[config.mk]
export PLATFORM = sky130hd
export DESIGN_NAME = spi_cmd_host_if
export DESIGN_NICKNAME = d
export VERILOG_FILES = /design/src/rtl/spi_host_pkg.sv /design/src/rtl/host_fifo.sv /design/src/rtl/spi_host_data.sv /design/src/rtl/spi_host_ctrl.sv /design/src/rtl/spi_cmd_host_if.sv
export SDC_FILE = /design/constraint.sdc
export NUM_CORES = 1
export LEC_CHECK = 0
export CORE_MARGIN = 2
export CORE_UTILIZATION = 40
export DETAILED_ROUTE_END_ITERATION = 6
export GPL_TIMING_DRIVEN = 0
export PLACE_DENSITY = 0.6
export SLEW_MARGIN = 20
export SYNTH_ARGS = -nofsm -noshare
export SYNTH_HDL_FRONTEND = slang
export SYNTH_SLANG_ARGS = --single-unit
[constraint.sdc]
create_clock -name clk -period 5.6 [get_ports clk]
set_input_delay 0.84 -clock clk [delete_from_list [all_inputs] [get_ports clk]]
set_output_delay 0.84 -clock clk [all_outputs]
set_load 0.1 [all_outputs]
[src/rtl/spi_host_pkg.sv]
package spi_host_pkg;
  localparam logic [7:0] ADDR_VERSION  = 8'h00;
  localparam logic [7:0] ADDR_HOLD     = 8'h40;
  localparam logic [7:0] ADDR_ENABLE   = 8'h80;
  localparam logic [7:0] ADDR_PENDING  = 8'h84;
  localparam logic [7:0] ADDR_SOURCE   = 8'h88;
  localparam logic [7:0] ADDR_SYNC_TAG = 8'hC0;
  localparam logic [7:0] ADDR_CMD_ROOM = 8'hD0;
  localparam logic [7:0] ADDR_TX_ROOM  = 8'hD4;
  localparam logic [7:0] ADDR_RX_LEVEL = 8'hD8;
  localparam logic [7:0] ADDR_CMD_PUSH = 8'hE0;
  localparam logic [7:0] ADDR_TX_PUSH  = 8'hE4;
  localparam logic [7:0] ADDR_RX_POP   = 8'hE8;
  localparam logic [7:0] ADDR_RX_PEEK  = 8'hEC;

  localparam int IRQ_CMD_LOW = 0;
  localparam int IRQ_TX_LOW  = 1;
  localparam int IRQ_RX_HIGH = 2;
  localparam int IRQ_SYNC    = 3;
  localparam int IRQ_COUNT   = 4;

  typedef struct packed {
    logic cmdPush;
    logic txPush;
    logic rxPop;
    logic flush;
  } hostStrobe_t;
endpackage

[src/rtl/host_fifo.sv]
module host_fifo #(
  parameter int WIDTH = 8,
  parameter int DEPTH = 8,
  localparam int PW = (DEPTH > 1) ? $clog2(DEPTH) : 1,
  localparam int CW = $clog2(DEPTH + 1)
) (
  input  logic             clk,
  input  logic             rstN,
  input  logic             flush,
  input  logic             push,
  input  logic [WIDTH-1:0] pushData,
  input  logic             pop,
  output logic [WIDTH-1:0] headData,
  output logic [CW-1:0]    count,
  output logic             full,
  output logic             empty
);
  logic [WIDTH-1:0] mem [DEPTH];
  logic [PW-1:0] wrPtr, rdPtr;
  logic doPush, doPop;

  assign full   = (count == CW'(DEPTH));
  assign empty  = (count == '0);
  assign doPush = push && !full && !flush;
  assign doPop  = pop && !empty && !flush;

  function automatic logic [PW-1:0] bump(input logic [PW-1:0] p);
    return (p == PW'(DEPTH - 1)) ? '0 : p + PW'(1);
  endfunction

  always_ff @(posedge clk or negedge rstN) begin
    if (!rstN) begin
      wrPtr <= '0;
      rdPtr <= '0;
      count <= '0;
    end else if (flush) begin
      wrPtr <= '0;
      rdPtr <= '0;
      count <= '0;
    end else begin
      if (doPush) wrPtr <= bump(wrPtr);
      if (doPop)  rdPtr <= bump(rdPtr);
      count <= count + CW'(doPush) - CW'(doPop);
    end
  end

  always_ff @(posedge clk) begin
    if (doPush) mem[wrPtr] <= pushData;
  end

  assign headData = empty ? '0 : mem[rdPtr];

  a_r10_no_overflow: assert property (@(posedge clk) disable iff (!rstN)
    count <= CW'(DEPTH));
  a_r10_full_push_dropped: assert property (@(posedge clk) disable iff (!rstN)
    (push && full && !pop && !flush) |=> (count == $past(count)));
  a_r2_flush_empties: assert property (@(posedge clk) disable iff (!rstN)
    flush |=> (count == '0));
endmodule

[src/rtl/spi_host_data.sv]
module spi_host_data
  import spi_host_pkg::*;
#(
  parameter int CMD_DEPTH = 8,
  parameter int TX_DEPTH  = 8,
  parameter int RX_DEPTH  = 8,
  localparam int CMD_CW = $clog2(CMD_DEPTH + 1),
  localparam int TX_CW  = $clog2(TX_DEPTH + 1),
  localparam int RX_CW  = $clog2(RX_DEPTH + 1)
) (
  input  logic              clk,
  input  logic              rstN,
  input  hostStrobe_t       strobe,
  input  logic [31:0]       busWdata,
  output logic              cmdValid,
  output logic [15:0]       cmdData,
  input  logic              cmdTake,
  output logic              txValid,
  output logic [7:0]        txData,
  input  logic              txTake,
  input  logic              rxPush,
  input  logic [7:0]        rxData,
  output logic              rxReady,
  input  logic              syncStrobe,
  input  logic [7:0]        syncId,
  output logic [CMD_CW-1:0] cmdLevel,
  output logic [TX_CW-1:0]  txLevel,
  output logic [RX_CW-1:0]  rxLevel,
  output logic [7:0]        rxHead,
  output logic [7:0]        syncTag
);
  logic cmdFull, cmdEmpty, txFull, txEmpty, rxFull, rxEmpty;

  host_fifo #(.WIDTH(16), .DEPTH(CMD_DEPTH)) u_cmdFifo (
    .clk(clk), .rstN(rstN), .flush(strobe.flush),
    .push(strobe.cmdPush), .pushData(busWdata[15:0]),
    .pop(cmdTake), .headData(cmdData), .count(cmdLevel),
    .full(cmdFull), .empty(cmdEmpty));

  host_fifo #(.WIDTH(8), .DEPTH(TX_DEPTH)) u_txFifo (
    .clk(clk), .rstN(rstN), .flush(strobe.flush),
    .push(strobe.txPush), .pushData(busWdata[7:0]),
    .pop(txTake), .headData(txData), .count(txLevel),
    .full(txFull), .empty(txEmpty));

  host_fifo #(.WIDTH(8), .DEPTH(RX_DEPTH)) u_rxFifo (
    .clk(clk), .rstN(rstN), .flush(strobe.flush),
    .push(rxPush), .pushData(rxData),
    .pop(strobe.rxPop), .headData(rxHead), .count(rxLevel),
    .full(rxFull), .empty(rxEmpty));

  assign cmdValid = !cmdEmpty;
  assign txValid  = !txEmpty;
  assign rxReady  = !rxFull && !strobe.flush;

  always_ff @(posedge clk or negedge rstN) begin
    if (!rstN)           syncTag <= '0;
    else if (syncStrobe) syncTag <= syncId;
  end

  a_r6_tag_capture: assert property (@(posedge clk) disable iff (!rstN)
    syncStrobe |=> (syncTag == $past(syncId)));
  a_r9_peek_keeps_level: assert property (@(posedge clk) disable iff (!rstN)
    (!strobe.rxPop && !rxPush && !strobe.flush) |=> (rxLevel == $past(rxLevel)));
endmodule

[src/rtl/spi_host_ctrl.sv]
module spi_host_ctrl
  import spi_host_pkg::*;
#(
  parameter int CMD_DEPTH    = 8,
  parameter int TX_DEPTH     = 8,
  parameter int RX_DEPTH     = 8,
  parameter int CMD_AE_LEVEL = 2,
  parameter int TX_AE_LEVEL  = 2,
  parameter int RX_AF_LEVEL  = 6,
  parameter logic [7:0] VER_MAJOR = 8'd1,
  parameter logic [7:0] VER_MINOR = 8'd0,
  parameter logic [7:0] VER_PATCH = 8'h61,
  localparam int CMD_CW = $clog2(CMD_DEPTH + 1),
  localparam int TX_CW  = $clog2(TX_DEPTH + 1),
  localparam int RX_CW  = $clog2(RX_DEPTH + 1)
) (
  input  logic              clk,
  input  logic              rstN,
  input  logic              busWe,
  input  logic              busRe,
  input  logic [7:0]        busAddr,
  input  logic [31:0]       busWdata,
  output logic [31:0]       busRdata,
  output hostStrobe_t       strobe,
  input  logic [CMD_CW-1:0] cmdLevel,
  input  logic [TX_CW-1:0]  txLevel,
  input  logic [RX_CW-1:0]  rxLevel,
  input  logic [7:0]        rxHead,
  input  logic [7:0]        syncTag,
  input  logic              syncStrobe,
  output logic              seqReset,
  output logic              irq
);
  logic holdReg;
  logic [IRQ_COUNT-1:0] enableReg, pendingReg, setMask, clearMask, sourceBits;

  always_comb begin
    strobe.flush   = holdReg;
    strobe.cmdPush = busWe && (busAddr == ADDR_CMD_PUSH) && !holdReg;
    strobe.txPush  = busWe && (busAddr == ADDR_TX_PUSH) && !holdReg;
    strobe.rxPop   = busRe && (busAddr == ADDR_RX_POP) && !holdReg;
  end

  always_comb begin
    setMask = '0;
    setMask[IRQ_CMD_LOW] = (cmdLevel <= CMD_CW'(CMD_AE_LEVEL));
    setMask[IRQ_TX_LOW]  = (txLevel <= TX_CW'(TX_AE_LEVEL));
    setMask[IRQ_RX_HIGH] = (rxLevel >= RX_CW'(RX_AF_LEVEL));
    setMask[IRQ_SYNC]    = syncStrobe;
    clearMask = (busWe && busAddr == ADDR_PENDING) ? busWdata[IRQ_COUNT-1:0] : '0;
  end

  always_ff @(posedge clk or negedge rstN) begin
    if (!rstN) begin
      holdReg    <= 1'b0;
      enableReg  <= '0;
      pendingReg <= '0;
    end else begin
      if (busWe && busAddr == ADDR_HOLD)   holdReg   <= busWdata[0];
      if (busWe && busAddr == ADDR_ENABLE) enableReg <= busWdata[IRQ_COUNT-1:0];
      pendingReg <= (pendingReg & ~clearMask) | setMask;
    end
  end

  assign sourceBits = pendingReg & enableReg;
  assign irq        = |sourceBits;
  assign seqReset   = holdReg;

  always_comb begin
    busRdata = '0;
    if (busRe) begin
      unique case (busAddr)
        ADDR_VERSION:  busRdata = {8'h00, VER_MAJOR, VER_MINOR, VER_PATCH};
        ADDR_HOLD:     busRdata = {31'd0, holdReg};
        ADDR_ENABLE:   busRdata = 32'(enableReg);
        ADDR_PENDING:  busRdata = 32'(pendingReg);
        ADDR_SOURCE:   busRdata = 32'(sourceBits);
        ADDR_SYNC_TAG: busRdata = 32'(syncTag);
        ADDR_CMD_ROOM: busRdata = 32'(CMD_DEPTH) - 32'(cmdLevel);
        ADDR_TX_ROOM:  busRdata = 32'(TX_DEPTH) - 32'(txLevel);
        ADDR_RX_LEVEL: busRdata = 32'(rxLevel);
        ADDR_RX_POP,
        ADDR_RX_PEEK:  busRdata = 32'(rxHead);
        default:       busRdata = '0;
      endcase
    end
  end

  a_r6_sync_sets_pending: assert property (@(posedge clk) disable iff (!rstN)
    syncStrobe |=> pendingReg[IRQ_SYNC]);
  a_r5_clear_sync: assert property (@(posedge clk) disable iff (!rstN)
    (busWe && busAddr == ADDR_PENDING && busWdata[IRQ_SYNC] && !syncStrobe)
      |=> !pendingReg[IRQ_SYNC]);
  a_r4_cmd_low_sets: assert property (@(posedge clk) disable iff (!rstN)
    (cmdLevel <= CMD_CW'(CMD_AE_LEVEL)) |=> pendingReg[IRQ_CMD_LOW]);
  a_r4_rx_high_sets: assert property (@(posedge clk) disable iff (!rstN)
    (rxLevel >= RX_CW'(RX_AF_LEVEL)) |=> pendingReg[IRQ_RX_HIGH]);
  a_r2_hold_blocks_push: assert property (@(posedge clk) disable iff (!rstN)
    holdReg |-> !(strobe.cmdPush || strobe.txPush));
endmodule

[src/rtl/spi_cmd_host_if.sv]
module spi_cmd_host_if
  import spi_host_pkg::*;
#(
  parameter int CMD_DEPTH    = 8,
  parameter int TX_DEPTH     = 8,
  parameter int RX_DEPTH     = 8,
  parameter int CMD_AE_LEVEL = 2,
  parameter int TX_AE_LEVEL  = 2,
  parameter int RX_AF_LEVEL  = 6,
  parameter logic [7:0] VER_MAJOR = 8'd1,
  parameter logic [7:0] VER_MINOR = 8'd0,
  parameter logic [7:0] VER_PATCH = 8'h61
) (
  input  logic        clk,
  input  logic        rstN,
  input  logic        busWe,
  input  logic        busRe,
  input  logic [7:0]  busAddr,
  input  logic [31:0] busWdata,
  output logic [31:0] busRdata,
  output logic        cmdValid,
  output logic [15:0] cmdData,
  input  logic        cmdTake,
  output logic        txValid,
  output logic [7:0]  txData,
  input  logic        txTake,
  input  logic        rxPush,
  input  logic [7:0]  rxData,
  output logic        rxReady,
  input  logic        syncStrobe,
  input  logic [7:0]  syncId,
  output logic        seqReset,
  output logic        irq
);
  localparam int CMD_CW = $clog2(CMD_DEPTH + 1);
  localparam int TX_CW  = $clog2(TX_DEPTH + 1);
  localparam int RX_CW  = $clog2(RX_DEPTH + 1);

  hostStrobe_t strobe;
  logic [CMD_CW-1:0] cmdLevel;
  logic [TX_CW-1:0]  txLevel;
  logic [RX_CW-1:0]  rxLevel;
  logic [7:0] rxHead, syncTag;

  spi_host_ctrl #(
    .CMD_DEPTH(CMD_DEPTH), .TX_DEPTH(TX_DEPTH), .RX_DEPTH(RX_DEPTH),
    .CMD_AE_LEVEL(CMD_AE_LEVEL), .TX_AE_LEVEL(TX_AE_LEVEL), .RX_AF_LEVEL(RX_AF_LEVEL),
    .VER_MAJOR(VER_MAJOR), .VER_MINOR(VER_MINOR), .VER_PATCH(VER_PATCH)
  ) u_ctrl (
    .clk(clk), .rstN(rstN), .busWe(busWe), .busRe(busRe), .busAddr(busAddr),
    .busWdata(busWdata), .busRdata(busRdata), .strobe(strobe),
    .cmdLevel(cmdLevel), .txLevel(txLevel), .rxLevel(rxLevel),
    .rxHead(rxHead), .syncTag(syncTag), .syncStrobe(syncStrobe),
    .seqReset(seqReset), .irq(irq));

  spi_host_data #(
    .CMD_DEPTH(CMD_DEPTH), .TX_DEPTH(TX_DEPTH), .RX_DEPTH(RX_DEPTH)
  ) u_data (
    .clk(clk), .rstN(rstN), .strobe(strobe), .busWdata(busWdata),
    .cmdValid(cmdValid), .cmdData(cmdData), .cmdTake(cmdTake),
    .txValid(txValid), .txData(txData), .txTake(txTake),
    .rxPush(rxPush), .rxData(rxData), .rxReady(rxReady),
    .syncStrobe(syncStrobe), .syncId(syncId),
    .cmdLevel(cmdLevel), .txLevel(txLevel), .rxLevel(rxLevel),
    .rxHead(rxHead), .syncTag(syncTag));
endmodule

==> results.json, run 1 <==
{
  "status": "completed",
  "antenna_cells": 0,
  "critPathKind": "primary input to output port",
  "crit_path_frequent_cell": "clkdlybuf4s50_1",
  "synthArstFlopShare_pct": 15.5,
  "max_freq_ghz": 0.189,
  "post-route-cell-area_sq_um": 16100,
  "num_rows": 66,
  "grt_pass1_wl_mm": 44.2,
  "crit_fanout": 10,
  "yosys-top-cells-area": "edfxtp_1 (58%), mux4_2 (11%), dfrtp_1 (8.9%), ha_1 (3.7%), mux2i_1 (2.0%)",
  "antenna_found_initial": 0,
  "synthFlopType": "edfxtp_1",
  "pwr-share-comb_pct": 38.4,
  "maxCapViolations": 0,
  "grt_max_degree": 48,
  "die_w_um": 186,
  "ir_drop_mv": 0.358,
  "multiInputGateArea_sq_um": 4050,
  "fillers": 2814,
  "synth.net_count": 902,
  "hpwl_mm": 19.3,
  "grt-ovfl-total": 0,
  "start_kind": "primary input",
  "place_area_sq_um": 15000,
  "clkPwrFrac_pct": 25.7,
  "fin_skew_ns": 0.00965,
  "synth-edff-count": 256,
  "clk_pin_slew_ns": 0.06,
  "crit_slowest_cell": "clkdlybuf4s50_1",
  "yosys_warnings": 0,
  "ant_nets": 0,
  "stdcell_count": 1417,
  "pin_count": 125,
  "yosys-top-cells-count": "edfxtp_1 (256), nor2_1 (69), mux4_2 (64), dfrtp_1 (47), ha_1 (39)",
  "root_buffer": "clkbuf_16",
  "yosysTopAreaCell": "edfxtp_1",
  "whs_ns": 0.333,
  "vias": 7334,
  "drt-initial-drc-count": 438,
  "slew_viol_final": 0,
  "start_util_pct": 40.7,
  "drc": 0,
  "port_buffers": 104,
  "core_sq_um": 32500,
  "rsz0062_at_grt": "no",
  "p_leak_nw": 5.60,
  "syn_area_sq_um": 13200,
  "clock_path_buffers": 3,
  "p_sw_share_pct": 37.7,
  "grt_pass1_vias": 7574,
  "hold_path.class": "primary input to async pin",
  "finalCritPeriodShare_pct": 94.3,
  "setup_viol_count_final": 0,
  "r2r_end": "u_data.u_cmdFifo.count[2]",
  "clk_latency_ns": 0.54,
  "r2r_slack_ns": 2.41,
  "synth-seq-cells": 303,
  "die_y_um": 186,
  "dieArea_sq_um": 34500,
  "place_ws_ns": -0.430,
  "hold_violations": 0,
  "p_switching_mw": 2.86,
  "cts-htree-levels": 1,
  "final-seq-area_sq_um": 8860,
  "final_util_pct": 49.3,
  "netlist.area_leader.share_pct": 58.1,
  "cp_top_family": "buffers and inverters",
  "p_per_area_nw_per_um2": 471,
  "yosysUniqueCellTypes": 59,
  "syn_to_final_growth_pct": 21.4,
  "worstMarginPinSlew_ns": 1.01,
  "first_pass_iters": 5,
  "r2r-start": "u_data.u_cmdFifo.count[1]",
  "cts_tree": "built",
  "critical_path.max_stage_delay_ns": 1.18,
  "intPower_mw": 4.71,
  "wire_per_inst_um": 20.0,
  "timing.critical_path.buf_inv": 3,
  "syn_inst": 796,
  "cp.required_ns": 4.76,
  "nets": 1057,
  "track_usage_pct": 16.9,
  "syn_avg_cell_area_sq_um": 16.6,
  "clkSinkCount": 303,
  "pwr-share-seq_pct": 35.9,
  "maxSlewHeadroom_pct": 32.5,
  "synth_seq_area_share_pct": 67.0,
  "dp_cells": 1360,
  "rr_worst_depth": 13,
  "min_period_ns": 5.28,
  "path_cells": "clkdlybuf4s50_1, clkbuf_1, nor4_1, nand3_1, a21boi_0, a221oi_1, nor2_1, clkdlybuf4s50_1",
  "vias_per_cell": 5.18,
  "finalWirelength_mm": 28.4,
  "final_layout_size_suffix_gt1_share_pct": 23.5,
  "gp_congestion": 0.827,
  "crit_arrival_ns": 4.44,
  "cts_made_buffers": 31,
  "synth_most_common_cell": "edfxtp_1",
  "endpoint_kind": "output port",
  "setup_ws_ns": 0.319
}
==> sequential cells by signal, indices dropped and copies added, names as in the netlist, 8 cells and up <==
signal and count:
u_data.u_rxFifo.mem 64, u_data.u_txFifo.mem 64, u_data.u_cmdFifo.mem 128, u_data.syncTag 8
==> worst reg2reg max path, stage by stage (launching register included) <==
cell and delay, ns:
dfrtp_1 0.42, inv_1 0.18, ha_1 0.25, and2_1 0.14
clkbuf_1 0.40, inv_1 0.23, nand2_1 0.22, nor2_1 0.07
ha_1 0.29, inv_1 0.04, ha_1 0.19, fa_1 0.38
xor2_1 0.17, nor2_1 0.06
==> kinds of logic after synthesis <==
logic type / count (synthesis) / share of synthesized area [%]
muxes: 113 / 14.8
adders and majority gates: 42 / 4.14
buffers and inverters: 79 / 3.01
DFF: 303 / 67.0
and+or+nand+nor: 189 / 7.27
xor gates and xnor gates: 10 / 0.662
AOI/OAI and AO/OA: 60 / 3.07
==> stage by stage <==
stage | setup TNS [ns] | power [mW]
after global placement | -37.73 | 5.67
after CTS | 0 | 7.66
after detailed placement | -9.44 | 5.70
after global routing | 0 | 7.94
final | 0 | 7.57
after floorplan | 0 | 4.97
==> final cells by class <==
class	instances	area share, %
Buffer	57	1.96
Sequential cell	303	55.2
Timing Repair Buffer	122	7.67
Multi-Input combinational cell	414	25.2
Tap cell	442	3.44
Clock inverter	12	0.647
Inverter	22	0.514
Clock buffer	45	5.35
==> placed cells by master, fill, tap and decap left out, types with 9 or more instances in the layout <==
cell / netlist / final
a21oi_1: 25 / 25
buf_2: 12 / 15
buf_4: 23 / 33
clkbuf_1: 21 / 32
clkbuf_16: 0 / 31
clkdlybuf4s15_2: 0 / 23
clkdlybuf4s50_1: 0 / 76
dfrtp_1: 47 / 47
edfxtp_1: 256 / 256
ha_1: 39 / 39
inv_1: 22 / 22
mux2_2: 21 / 21
mux2i_1: 27 / 27
mux4_2: 64 / 64
nand2_1: 38 / 38
nand3_1: 12 / 12
nor2_1: 69 / 65
nor2b_1: 9 / 9
nor3_2: 0 / 10
==> layer usage <==
layer	share of wire [%]	global-route usage (%)
met5	0	0
met1	45	23.2
met2	49	28.7
met4	1.6	2.80
met3	4.9	2.82
==> power groups by stage <==
| stage | sequential (mW) | clock, mW | combinational, mW |
|---|---|---|---|
| floorplan | 2.72 | 0 | 2.25 |
| global placement | 2.75 | 0 | 2.92 |
| detailed placement | 2.76 | 0 | 2.94 |
| CTS | 2.71 | 1.99 | 2.95 |
| global route | 2.73 | 2.09 | 3.12 |
| finish | 2.71 | 1.95 | 2.90 |
==> worst max path at each step <==
stage / startpoint / endpoint / slack, ns / cells past startpoint
after floorplan: busAddr[3] / busRdata[10] / 0.32 / 7
after global placement: busAddr[3] / u_data.u_cmdFifo.mem[0][14] / -1.02 / 6
after detailed placement: busAddr[3] / busRdata[24] / -0.43 / 9
after CTS: busAddr[3] / busRdata[24] / 0.12 / 9
after global routing: busAddr[3] / busRdata[24] / 0.05 / 9
final: busAddr[3] / busRdata[7] / 0.32 / 8
==> repair_timing <==
item / in CTS / in global routing
hold buffers: 0 / 0
pin swaps: 0 / 0
resized for setup: 69 / 5
hold endpoints to repair: 0 / 0
buffers inserted: 0 / 0
endpoints found under the setup margin: 23 / 27
Note: power is estimated with default switching activity, not from simulation.
==> run 2, diff against run 1 <==
CAP_MARGIN = 40   (was unset)
==> run 2 against run 1 <==
Net effect: maximum frequency rose by 1.2%; critical path depth rose by 2; combinational power up 17%; via count is 4.3% higher; non-clock buffer count increased by 73; critical path type unchanged.
==> results.json, run 2 (synthesis gave the netlist of run 1 again) <==
{
  "nets": 1133,
  "fin_skew_ns": 0.0211,
  "die_y_um": 186,
  "hold_path.class": "primary input to async pin",
  "max_freq_ghz": 0.192,
  "hold_violations": 0,
  "clk_latency_ns": 0.51,
  "ant_nets": 0,
  "post-route-cell-area_sq_um": 17200,
  "cts.hold.buffers_added": 0,
  "finalCritPeriodShare_pct": 93.2,
  "ir_drop_mv": 0.434,
  "vias": 7647,
  "gp_congestion": 0.827,
  "endpoint_kind": "output port",
  "grt_pass1_wl_mm": 45.6,
  "top_regs": "u_data.u_cmdFifo.mem (128), u_data.u_rxFifo.mem (64), u_data.u_txFifo.mem (64)",
  "top_register": "u_data.u_cmdFifo.mem",
  "fillers": 2688,
  "critical_path.max_stage_delay_ns": 0.58,
  "clock_path_buffers": 3,
  "start_util_pct": 40.7,
  "finalWirelength_mm": 29.1,
  "core_sq_um": 32500,
  "crit_arrival_ns": 4.38,
  "cts_tree": "built",
  "die_w_um": 186,
  "path_cells": "clkdlybuf4s50_1, clkbuf_1, nor4_2, nand3_1, a21boi_0, inv_1, nor2_4, buf_4, clkdlybuf4s50_1, buf_8",
  "min_period_ns": 5.22,
  "mostFrequentLayoutCells": "edfxtp_1 (256), clkdlybuf4s50_1 (103), nor2_1 (65)",
  "place_area_sq_um": 16100,
  "num_rows": 66,
  "pin_count": 125,
  "syn_to_final_growth_pct": 30.3,
  "antenna_cells": 0,
  "crit_slowest_cell": "a21boi_0",
  "maxCapViolations": 0,
  "antenna_found_initial": 0,
  "grt_max_degree": 48,
  "grt-ovfl-total": 0,
  "cts_made_buffers": 34,
  "clkSinkCount": 303,
  "worstMarginPinSlew_ns": 0.830,
  "drc": 0,
  "grt_pass1_vias": 7900,
  "clk_pin_slew_ns": 0.06,
  "vias_per_cell": 5.12,
  "slew_viol_final": 0,
  "hpwl_mm": 20.3,
  "crit_fanout": 23,
  "status": "completed",
  "p_leak_nw": 6.11,
  "final_common_cell": "edfxtp_1",
  "wire_per_inst_um": 19.5,
  "maxSlewHeadroom_pct": 44.4,
  "tns_ns": 0,
  "first_pass_iters": 5,
  "whs_ns": 0.358,
  "track_usage_pct": 17.4,
  "crit_path_frequent_cell": "clkdlybuf4s50_1",
  "dieArea_sq_um": 34500,
  "power_mw": 8.28,
  "largest_reg_flops": 128,
  "root_buffer": "clkbuf_16",
  "p_per_area_nw_per_um2": 481,
  "start_kind": "primary input",
  "drt-initial-drc-count": 451,
  "cp.required_ns": 4.76,
  "cts-htree-levels": 2,
  "final_layout_size_suffix_gt1_share_pct": 27.4,
  "rsz0062_at_grt": "no",
  "critPathKind": "primary input to output port",
  "port_buffers": 104,
  "setup_viol_count_final": 0
}
## run 2: changes by cell type in the layout (fill, tap and decap cells not counted), sizes merged
cell | before | now
buf | 55 | 127
clkdlybuf4s50 | 76 | 103
clkdlybuf4s15 | 23 | 0
dlymetal6s2s | 4 | 0
clkinvlp | 1 | 3
bufinv | 2 | 3
clkbuf | 66 | 67
clkinv | 9 | 10
inv | 22 | 23
## run 2: per-layer routing
layer / vias to the layer above / track usage, % / wire length [um]
met2: 222 / 29.9 / 14700
met5: - / 0 / 0
met3: 31 / 2.82 / 1510
met1: 3863 / 23.8 / 12500
li1: 3531 / - / -
met4: 0 / 3.15 / 364
## run 2: worst max-delay path, delay by kind of cell
kind | cells | cell delay (ns)
AOI/OAI and AO/OA | 1 | 0.58
and+or+nand+nor | 3 | 1.13
buffers and inverters | 6 | 1.81
## run 2: stage by stage
step / setup slack, ns / instances / util [%]
floorplan: 0.317 / 796 / -
global placement: -1.02 / 1342 / 45.6
detailed placement: -0.0615 / 1431 / 49.5
CTS: 0.181 / 1493 / 52.9
global route: 0.0978 / 1495 / 53.0
finish: 0.383 / 1495 / 53.0
## run 2: cell type report
cell class,count,area [sq um],share of cell area (%)
Clock inverter,17,191,1.11
Clock buffer,45,913,5.30
Tap cell,442,553,3.21
Inverter,22,82.6,0.479
Sequential cell,303,8860,51.4
Multi-Input combinational cell,414,4050,23.5
Timing Repair Buffer,195,2260,13.1
Buffer,57,315,1.83
## run 2: report_power, final
part           internal, mW  total, mW  switching (mW)
sequential             2.61       2.71           0.105
clock                  1.30       2.16           0.862
combinational          1.36       3.40            2.04
## run 2: path summary, 6_finish.rpt
check	from	end	slack, ns	depth (start not counted)
max	busAddr[3]	busRdata[25]	0.38	10
min	rstN	u_data.u_txFifo.rdPtr[2]	0.36	1
max reg2reg	u_data.u_cmdFifo.count[1]	u_data.u_cmdFifo.count[2]	2.43	13
min reg2reg	u_data.syncTag[3]	u_data.syncTag[3]	0.51	1
max in group asynchronous	rstN	u_data.u_cmdFifo.wrPtr[0]	4.80	1
min in group clk	u_data.syncTag[3]	u_data.syncTag[3]	0.51	1
## run 2: timing repair
action	in CTS	in global routing
resized for setup	1	1
endpoints found under the setup margin	22	23
setup buffers	0	0
